### src/rtl/apb_uart_pkg.sv
package apb_uart_pkg;
  localparam int unsigned DATA_W = 32;
  localparam int unsigned WM_W   = 8;
  localparam int unsigned CTRL_W = 3 + 2 * WM_W;
  localparam int unsigned NSRC   = 6;

  // status / enable bit positions
  localparam int unsigned S_TX_FULL  = 0;
  localparam int unsigned S_RX_FULL  = 1;
  localparam int unsigned S_TX_EMPTY = 2;
  localparam int unsigned S_RX_EMPTY = 3;
  localparam int unsigned S_TX_LOW   = 4;
  localparam int unsigned S_RX_HIGH  = 5;

  typedef enum logic [2:0] {
    REG_DATA = 3'd0,
    REG_DIV  = 3'd1,
    REG_CTRL = 3'd2,
    REG_IEN  = 3'd3,
    REG_STAT = 3'd4,
    REG_NONE = 3'd7
  } reg_sel_e;

  typedef struct packed {
    logic [WM_W-1:0] rx_wm;
    logic [WM_W-1:0] tx_wm;
    logic            par_even;
    logic            par_en;
    logic            stop_two;
  } ctrl_t;
endpackage

### src/rtl/apb_uart_decode.sv
module apb_uart_decode import apb_uart_pkg::*; #(
  parameter int unsigned ADDR_W = 8
) (
  input  logic              psel_i,
  input  logic              penable_i,
  input  logic              pwrite_i,
  input  logic [ADDR_W-1:0] paddr_i,
  output reg_sel_e          sel_o,
  output logic              wr_o,
  output logic              rd_o
);
  localparam int unsigned IDX_W = ADDR_W - 2;

  logic [IDX_W-1:0] idx;
  logic             access;
  logic             unused_addr;

  assign idx         = paddr_i[ADDR_W-1:2];
  assign access      = psel_i & penable_i;
  assign wr_o        = access & pwrite_i;
  assign rd_o        = access & ~pwrite_i;
  assign unused_addr = ^paddr_i[1:0];

  always_comb begin
    if      (idx == IDX_W'(0)) sel_o = REG_DATA;
    else if (idx == IDX_W'(1)) sel_o = REG_DIV;
    else if (idx == IDX_W'(2)) sel_o = REG_CTRL;
    else if (idx == IDX_W'(3)) sel_o = REG_IEN;
    else if (idx == IDX_W'(4)) sel_o = REG_STAT;
    else                       sel_o = REG_NONE;
  end
endmodule

### src/rtl/apb_uart_csr.sv
module apb_uart_csr import apb_uart_pkg::*; #(
  parameter int unsigned DIV_W = 16,
  parameter logic [DIV_W-1:0]  RST_DIV  = DIV_W'(434),
  parameter logic [CTRL_W-1:0] RST_CTRL = CTRL_W'('h08080),
  parameter logic [NSRC-1:0]   RST_IEN  = '0
) (
  input  logic              clk_i,
  input  logic              rst_ni,
  input  logic              wr_i,
  input  reg_sel_e          sel_i,
  input  logic [DATA_W-1:0] wdata_i,
  output logic [DIV_W-1:0]  div_o,
  output ctrl_t             ctrl_o,
  output logic [NSRC-1:0]   ien_o
);
  logic unused_wdata;
  assign unused_wdata = ^wdata_i;

  always_ff @(posedge clk_i) begin
    if (!rst_ni) begin
      div_o  <= RST_DIV;
      ctrl_o <= ctrl_t'(RST_CTRL);
      ien_o  <= RST_IEN;
    end else if (wr_i) begin
      case (sel_i)
        REG_DIV:  div_o  <= wdata_i[DIV_W-1:0];
        REG_CTRL: ctrl_o <= ctrl_t'(wdata_i[CTRL_W-1:0]);
        REG_IEN:  ien_o  <= wdata_i[NSRC-1:0];
        default:  ;
      endcase
    end
  end
endmodule

### src/rtl/apb_uart_irq.sv
module apb_uart_irq import apb_uart_pkg::*; #(
  parameter int unsigned CNT_W = 11
) (
  input  logic             tx_full_i,
  input  logic             tx_empty_i,
  input  logic [CNT_W-1:0] tx_count_i,
  input  logic             rx_full_i,
  input  logic             rx_empty_i,
  input  logic [CNT_W-1:0] rx_count_i,
  input  logic [WM_W-1:0]  tx_wm_i,
  input  logic [WM_W-1:0]  rx_wm_i,
  input  logic [NSRC-1:0]  ien_i,
  output logic [NSRC-1:0]  stat_o,
  output logic             irq_o
);
  localparam int unsigned CMP_W = (CNT_W > WM_W) ? CNT_W : WM_W;

  logic [CMP_W-1:0] tx_cnt_x, rx_cnt_x, tx_wm_x, rx_wm_x;
  logic [NSRC-1:0]  hit;

  assign tx_cnt_x = CMP_W'(tx_count_i);
  assign rx_cnt_x = CMP_W'(rx_count_i);
  assign tx_wm_x  = CMP_W'(tx_wm_i);
  assign rx_wm_x  = CMP_W'(rx_wm_i);

  always_comb begin
    stat_o             = '0;
    stat_o[S_TX_FULL]  = tx_full_i;
    stat_o[S_RX_FULL]  = rx_full_i;
    stat_o[S_TX_EMPTY] = tx_empty_i;
    stat_o[S_RX_EMPTY] = rx_empty_i;
    stat_o[S_TX_LOW]   = tx_cnt_x < tx_wm_x;
    stat_o[S_RX_HIGH]  = rx_cnt_x > rx_wm_x;
  end

  for (genvar g = 0; g < NSRC; g++) begin : g_mask
    assign hit[g] = stat_o[g] & ien_i[g];
  end

  assign irq_o = |hit;
endmodule

### src/rtl/apb_uart_regs.sv
module apb_uart_regs import apb_uart_pkg::*; #(
  parameter int unsigned ADDR_W = 8,
  parameter int unsigned DIV_W  = 16,
  parameter int unsigned CNT_W  = 11,
  parameter logic [DIV_W-1:0]  RST_DIV  = DIV_W'(434),
  parameter logic [CTRL_W-1:0] RST_CTRL = CTRL_W'('h08080),
  parameter logic [NSRC-1:0]   RST_IEN  = '0
) (
  input  logic              clk_i,
  input  logic              rst_ni,
  input  logic              psel_i,
  input  logic              penable_i,
  input  logic              pwrite_i,
  input  logic [ADDR_W-1:0] paddr_i,
  input  logic [31:0]       pwdata_i,
  output logic [31:0]       prdata_o,
  output logic              pready_o,
  output logic              pslverr_o,
  output logic              tx_push_o,
  output logic [7:0]        tx_data_o,
  input  logic              tx_full_i,
  input  logic              tx_empty_i,
  input  logic [CNT_W-1:0]  tx_count_i,
  output logic              rx_pop_o,
  input  logic [7:0]        rx_data_i,
  input  logic              rx_full_i,
  input  logic              rx_empty_i,
  input  logic [CNT_W-1:0]  rx_count_i,
  output logic [DIV_W-1:0]  baud_div_o,
  output logic              stop_two_o,
  output logic              par_en_o,
  output logic              par_even_o,
  output logic              irq_o
);
  reg_sel_e          sel;
  logic              wr, rd;
  logic [DIV_W-1:0]  div_q;
  ctrl_t             ctrl_q;
  logic [NSRC-1:0]   ien_q;
  logic [NSRC-1:0]   stat;
  logic [DATA_W-1:0] rdata;

  apb_uart_decode #(.ADDR_W(ADDR_W)) u_dec (
    .psel_i    (psel_i),
    .penable_i (penable_i),
    .pwrite_i  (pwrite_i),
    .paddr_i   (paddr_i),
    .sel_o     (sel),
    .wr_o      (wr),
    .rd_o      (rd)
  );

  apb_uart_csr #(
    .DIV_W(DIV_W), .RST_DIV(RST_DIV), .RST_CTRL(RST_CTRL), .RST_IEN(RST_IEN)
  ) u_csr (
    .clk_i   (clk_i),
    .rst_ni  (rst_ni),
    .wr_i    (wr),
    .sel_i   (sel),
    .wdata_i (pwdata_i),
    .div_o   (div_q),
    .ctrl_o  (ctrl_q),
    .ien_o   (ien_q)
  );

  apb_uart_irq #(.CNT_W(CNT_W)) u_irq (
    .tx_full_i  (tx_full_i),
    .tx_empty_i (tx_empty_i),
    .tx_count_i (tx_count_i),
    .rx_full_i  (rx_full_i),
    .rx_empty_i (rx_empty_i),
    .rx_count_i (rx_count_i),
    .tx_wm_i    (ctrl_q.tx_wm),
    .rx_wm_i    (ctrl_q.rx_wm),
    .ien_i      (ien_q),
    .stat_o     (stat),
    .irq_o      (irq_o)
  );

  always_comb begin
    rdata = '0;
    if (rd) begin
      case (sel)
        REG_DATA: if (!rx_empty_i) rdata = DATA_W'(rx_data_i);
        REG_DIV:  rdata = DATA_W'(div_q);
        REG_CTRL: rdata = DATA_W'(ctrl_q);
        REG_IEN:  rdata = DATA_W'(ien_q);
        REG_STAT: rdata = DATA_W'(stat);
        default:  rdata = '0;
      endcase
    end
  end

  assign prdata_o  = rdata;
  assign pready_o  = 1'b1;
  assign pslverr_o = (wr & ((sel == REG_STAT) | (sel == REG_NONE)))
                   | (rd & ((sel == REG_NONE) | ((sel == REG_DATA) & rx_empty_i)));

  assign tx_push_o = wr & (sel == REG_DATA) & ~tx_full_i;
  assign tx_data_o = pwdata_i[7:0];
  assign rx_pop_o  = rd & (sel == REG_DATA) & ~rx_empty_i;

  assign baud_div_o = div_q;
  assign stop_two_o = ctrl_q.stop_two;
  assign par_en_o   = ctrl_q.par_en;
  assign par_even_o = ctrl_q.par_even;
endmodule

### config.mk
export PLATFORM = sky130hd
export DESIGN_NAME = apb_uart_regs
export DESIGN_NICKNAME = d
export VERILOG_FILES = /design/src/rtl/apb_uart_pkg.sv /design/src/rtl/apb_uart_decode.sv /design/src/rtl/apb_uart_csr.sv /design/src/rtl/apb_uart_irq.sv /design/src/rtl/apb_uart_regs.sv
export SDC_FILE = /design/constraint.sdc
export NUM_CORES = 1
export LEC_CHECK = 0
export ABC_AREA = 1
export BUFFER_PORTS_ARGS = -buffer_cell sky130_fd_sc_hd__buf_2
export CAP_MARGIN = 20
export CORE_MARGIN = 2
export CORE_UTILIZATION = 40
export CTS_BUF_LIST = sky130_fd_sc_hd__clkbuf_4 sky130_fd_sc_hd__clkbuf_8 sky130_fd_sc_hd__clkbuf_16
export DETAILED_ROUTE_END_ITERATION = 8
export GPL_TIMING_DRIVEN = 1
export PLACE_DENSITY = 0.78
export SLEW_MARGIN = 20
export SYNTH_ARGS = -nofsm -noshare
export SYNTH_HDL_FRONTEND = slang
export SYNTH_SLANG_ARGS = --single-unit
### constraint.sdc
create_clock -name clk_i -period 1.8 [get_ports clk_i]
set_input_delay 0 -clock clk_i [delete_from_list [all_inputs] [get_ports clk_i]]
set_output_delay 0 -clock clk_i [all_outputs]
set_load 0.01 [all_outputs]
==> metrics.md, run 1 <==
| Metric | Value |
|---|---|
| WHS Path Cells | `3` |
| H-tree levels | `2` |
| Sum Neg Setup Slack | `0 ps` |
| # diodes | `0` |
| Ports | `143` |
| CP Data Arrival Time | `1730 ps` |
| Core area | `6350 sq um` |
| Vias | `2,963` |
| RSZ-0062 raised after global routing | `true` |
| Die ar. | `7260 sq um` |
| Syn avg cell area | `6.57 sq um` |
| Root Buffer | `clkbuf_8` |
| Routed WL per cell | `13.3 microns` |
| Worst Reg-to-Reg Cells | `4` |
| DRT antenna net count | `0` |
| Worst Tran Pin Value | `586 ps` |
| Status | `complete, no violations` |
| Wirelength, routed | `7.94 mm` |
| Worst Path Max Fanout | `3` |
| Worst hold path type | `input pin to flip-flop` |
| CTS Sinks | `41` |
| CP Buf/Inv Count | `2` |
| I/O Buffers | `113` |
| Final hold viol count | `0` |
| Rows | `29` |
| Max Fclk | `0.579 GHz` |
| Mapped cell area | `2640 sq um` |
| Met2 global-route usage | `33.5%` |
| Post-synthesis sequential area ratio | `31.1%` |
| Power Density | `558 nW/um^2` |
| Met1 GRT Util | `28.6%` |
| Slowest library cell on the worst path | `dfxtp_2` |
| Total gr overflow | `0` |
| Final Max Tran Viols | `0` |
| Most common cell after layout, fill and taps aside | `buf_2` |
| Layout Skew | `0 ps` |
| Clock Tree Buf Depth | `2` |
| Total CTS buffers | `5` |
| Layout cell share with drive strength beyond 1 | `32.6%` |
| Crit-path max cell delay | `330 ps` |
| Endpoint class of the critical path | `output pin` |
| Setup violations, final | `0` |
| Grt met3 use | `4.47%` |
| Final min period | `1730 ps` |
| Largest net degree at the start of global routing | `42` |
| Slew HR | `60.9%` |
| Design Power | `0.00198 W` |
| Pleak | `1.71 nW` |
| First-pass GRT wire length | `12.4 mm` |
| Synth warnings | `0` |
| Total Routing Usage GR | `21.0%` |
| Post-Syn Instances | `401` |
| Initial core utilization | `41.5%` |
| Distinct cells, synth | `24` |
| Final period util | `96.0%` |
| Maximum vdd drop | `0.560 mV` |
| Synthesized flop and latch total | `41` |
| Most used cell along the critical path | `nand3_2` |
| GR peak layer | `met2` |
| CP delay by family, top | `simple AND/OR/NAND/NOR gates` |
| Chip width | `85.2 microns` |
| Number of global-route vias before repair | `2,630` |
| Drt drc | `0` |
| Worst skew pair latency | `280 ps` |
| Initial antenna violation count | `0` |
| Initial drt markers | `150` |
| Dpl hpwl | `5.95 mm` |
| Levels on crit path | `9` |
| First-pass DRT Iterations | `4` |
| Vias/cell | `4.97` |
| Clk slew on worst S/H paths | `80 ps` |
| Net count, final | `612` |
| TritonCTS clock tree | `built` |
| Worst setup path class | `flip-flop to output pin` |
| Most frequent cells in the layout | `113 x buf_2, 85 x nand2_1, 64 x nor2_1` |
| Syn-to-layout area delta | `34.7%` |
| Gpl congestion | `0.881` |
| WP data required | `1800 ps` |
| CP cell instances | `inv_2 > ha_4 > nand2_4 > nor3_4 > nand2_1 > nand3_2 > nand3_2 > a21oi_2 > buf_2` |
| Count of maximum capacitance violations | `0` |
| Startpoint Class | `flip-flop` |
| Die H | `85.2 microns` |
final cells by class:
class                      instances  area (sq um)
sequential                        41           831
fill                             604          2800
tap                               77          96.3
clock buffer                       7          90.1
clock inverter                     1          30.0
multi-input combinational        299          1630
inverter                          41           156
timing repair buffer             130           723
state kept, by name (all words and copies together) (netlist names):
| name | count |
|---|---|
| u_csr.ien_o | 6 |
| u_csr.ctrl_o | 19 |
| u_csr.div_o | 16 |
timing repair:
action,in CTS,in global routing
gates resized for setup,5,30
setup buffers,0,2
hold buffers,12,0
pin swaps,2,12
endpoints found under the setup margin,2,3
hold endpoints to repair,15,0
cell usage after synthesis, drive strengths merged:
cell	instances	share of area, %
nand2	90	13
nor2	67	10
dfxtp	41	31
inv	39	5.6
o21ai	36	6.8
a21oi	31	5.9
buf	26	7.6
nand3	18	3.4
ha	15	7.1
nor3	12	3.3
nand4	10	2.4
clkbuf	6	0.85
o211ai	5	1.4
clkinv	2	0.28
conb	2	0.28
a221oi	1	0.33
worst min-delay path: stages:
cell and delay (ps):
buf_2 130, nand2_1 60, o211ai_1 70
power by group:
group	internal (W)	leakage, nW	switching [W]
Clock	0.000467	0.0619	0.000315
Combinational	0.000125	1.32	0.000163
Sequential	0.000908	0.334	0.00000153
logic make-up after synthesis:
group / Yosys count / synth area share, %
adders and majority gates: 15 / 7.12
and+or+nand+nor: 197 / 32.7
other: 2 / 0.285
AOI/OAI and AO/OA: 73 / 14.5
DFF: 41 / 31.1
buffers and inverters: 73 / 14.3
through the flow:
stage	instance area (sq um)	util, %	worst slack, ps	hold WS [ps]	instances
3_3_place_gp	3140	49.5	302	228	574
2_1_floorplan	2680	-	475	54.4	413
4_1_cts	3410	53.7	0.201	2.86	594
3_5_place_dp	3140	49.5	200	233	574
6_report	3550	55.9	72.9	8.62	596
5_1_grt	3550	55.9	-43.1	20.6	596
metal layers:
metal  vias to the layer above  routed length [microns]
li1                       1507                        -
met1                      1331                     3650
met2                       117                     3650
met3                         8                      550
met4                         0                       93
met5                         -                        0
worst paths after layout:
kind	slack, ps	to	from
min	9	u_csr.div_o[4]$_SDFFE_PN1P_	pwdata_i[4]
max	70	prdata_o[5]	u_csr.ctrl_o[16]$_SDFFE_PN0P_
min reg2reg	480	u_csr.ctrl_o[12]$_SDFFE_PN0P_	u_csr.ctrl_o[12]$_SDFFE_PN0P_
max reg2reg	980	u_csr.ctrl_o[17]$_SDFFE_PN0P_	u_csr.ctrl_o[17]$_SDFFE_PN0P_
Power figures use the tool's default switching activity.
==> run 2, diff against run 1 <==
CORE_MARGIN = 10   (was 2)
CTS_CLUSTER_SIZE = 24   (was not set)
==> run 2 against run 1 <==
Compared with the run above:
- first-iteration DRC count grew 110%
- routed wire length grew 14%
- power grew 0.48%
- largest power group unchanged
- largest cell class unchanged
- critical endpoint is now irq_o
==> metrics.md, run 2 (same netlist as run 1, synthesis figures left out) <==
| Metric | Value |
|---|---|
| Rows | `29 (unchanged)` |
| Largest register FFs | `19 (unchanged)` |
| Worst hold path type | `input pin to flip-flop` |
| Clk slew on worst S/H paths | `80 ps (about the same)` |
| Worst Tran Pin Value | `589 ps (+2.89 ps)` |
| Routed WL per cell | `15.2 microns (+14%)` |
| Total Routing Usage GR | `16.5% (-4.4 points)` |
| Chip width | `101 microns (+19%)` |
| Clock Tree Buf Depth | `2 (unchanged)` |
| Layout Skew | `0 ps (unchanged)` |
| First-pass GRT wire length | `13.9 mm (+12%)` |
| Count of maximum capacitance violations | `0 (unchanged)` |
| Most common cell after layout, fill and taps aside | `buf_2` |
| Die ar. | `10,200 sq um (+41%)` |
| Die H | `101 microns (+19%)` |
| Final period util | `96.8% (+0.87 points)` |
| Most frequent cells in the layout | `112 x buf_2, 85 x nand2_1, 64 x nor2_1` |
| Total gr overflow | `0 (unchanged)` |
| Initial antenna violation count | `0 (unchanged)` |
| H-tree levels | `2 (unchanged)` |
| Slack of the critical path | `57.2 ps (-15.7 ps)` |
| Endpoint class of the critical path | `output pin` |
| Pleak | `1.72 nW (+0.63%)` |
| Post-CTS setup buffers | `0 (unchanged)` |
| Largest regs | `u_csr.ctrl_o (19), u_csr.div_o (16), u_csr.ien_o (6)` |
| Wirelength, routed | `9.08 mm (+14%)` |
| First-pass DRT Iterations | `4 (unchanged)` |
| Vias/cell | `5.06 (+1.7%)` |
| Power Density | `557 nW/um^2 (-0.15%)` |
| Dpl hpwl | `7.07 mm (+19%)` |
| Max Fclk | `0.574 GHz (-0.90%)` |
| Layout cell share with drive strength beyond 1 | `32.4% (-0.19 points)` |
| Startpoint Class | `flip-flop` |
| Final hold viol count | `0 (unchanged)` |
| # diodes | `0 (unchanged)` |
| Slew HR | `60.8% (-0.19 points)` |
| Initial drt markers | `322 (+110%)` |
| Syn-to-layout area delta | `35.6%` |
| CP Data Arrival Time | `1740 ps (about the same)` |
| Largest net degree at the start of global routing | `42 (unchanged)` |
| Worst setup path class | `flip-flop to output pin` |
| Final min period | `1740 ps (+15.7 ps)` |
| Net count, final | `612 (unchanged)` |
| Vias | `3,013 (+1.7%)` |
| Worst Path Max Fanout | `3 (unchanged)` |
| DRT antenna net count | `0 (unchanged)` |
| Filler cells | `582 (-3.6%)` |
| Root Buffer | `clkbuf_8` |
| Drt drc | `0 (unchanged)` |
| Final Max Tran Viols | `0 (unchanged)` |
| Gpl congestion | `0.853 (-3.1%)` |
| Initial core utilization | `41.3% (-0.24 points)` |
| Worst skew pair latency | `290 ps (about the same)` |
| Design Power | `0.00199 W (+0.48%)` |
| Core area | `6390 sq um (+0.57%)` |
| Top reg by flops | `u_csr.ctrl_o` |
| Number of global-route vias before repair | `2,815 (+7.0%)` |
| Setup violations, final | `0 (unchanged)` |
| Ports | `143 (unchanged)` |
| WP data required | `1800 ps (about the same)` |
| Maximum vdd drop | `0.307 mV (-45%)` |
| TritonCTS clock tree | `built` |
| I/O Buffers | `113 (unchanged)` |
| Pre-CTS setup slack | `251 ps (+51.6 ps)` |
| CTS Sinks | `41 (unchanged)` |
| Total CTS buffers | `5 (unchanged)` |
| Status | `complete, no violations` |
run 2: changes by cell type in the layout (fill, tap and decap cells not counted), sizes merged:
cell and delta:
buf -2, dlygate4sd3 +2
run 2: per-stage QoR:
step / area, sq um / cells / setup TNS (ps) / util (%) / hold WS [ps]
finish: 3570 / 596 / 0 / 56.0 / 9.07
global route: 3570 / 596 / -58.9 / 56.0 / 32.0
CTS: 3440 / 596 / 0 / 53.8 / 2.58
floorplan: 2680 / 413 / 0 / - / 54.4
detailed placement: 3140 / 574 / 0 / 49.2 / 237
global placement: 3140 / 574 / 0 / 49.2 / 228
run 2: worst max-delay path: stages (launching register included):
cell and delay [ps]:
dfxtp_2 350, inv_4 50, ha_4 280, nand2_4 60
nor3_4 160, nand4_1 180, nand3_1 150, nand3_2 90
buf_6 140
run 2: area by class of cell:
type	count	area (sq um)	area share, %
clock buffer	7	90.1	2.52
clock inverter	1	30.0	0.840
inverter	41	156	4.38
multi-input combinational	299	1640	45.8
sequential	41	830	23.2
tap	77	96.3	2.70
timing repair buffer	130	734	20.5
run 2: power by group:
part	switching, W	internal (W)	leakage [nW]
Sequential	0.00000153	0.000908	0.333
Clock	0.000319	0.000468	0.0619
Combinational	0.000164	0.000130	1.33
Total	0.000484	0.00151	1.72
run 2: what timing repair did:
item                       CTS  global route
setup endpoints to repair    2             3
hold buffers                14             0
hold endpoints to repair    16             0
pin swaps                    3             9
resized for setup            5            32
run 2: final timing paths:
check,startpoint,endpoint,slack [ps],cells past startpoint
worst min-delay path,pwdata_i[0],u_csr.ctrl_o[0]$_SDFFE_PN0P_,9,3
worst max register to register,u_csr.ctrl_o[7]$_SDFFE_PN1P_,u_csr.ctrl_o[7]$_SDFFE_PN1P_,1100,2
worst max-delay path,u_csr.ctrl_o[17]$_SDFFE_PN0P_,irq_o,60,8
worst min register to register,u_csr.ctrl_o[17]$_SDFFE_PN0P_,u_csr.ctrl_o[17]$_SDFFE_PN0P_,490,2
run 2: routing by layer:
layer	GRT usage [%]	share of wire [%]
met5	0	0
met2	26.8	48
met1	20.4	40
met4	6.54	2.6
met3	4.42	9.4
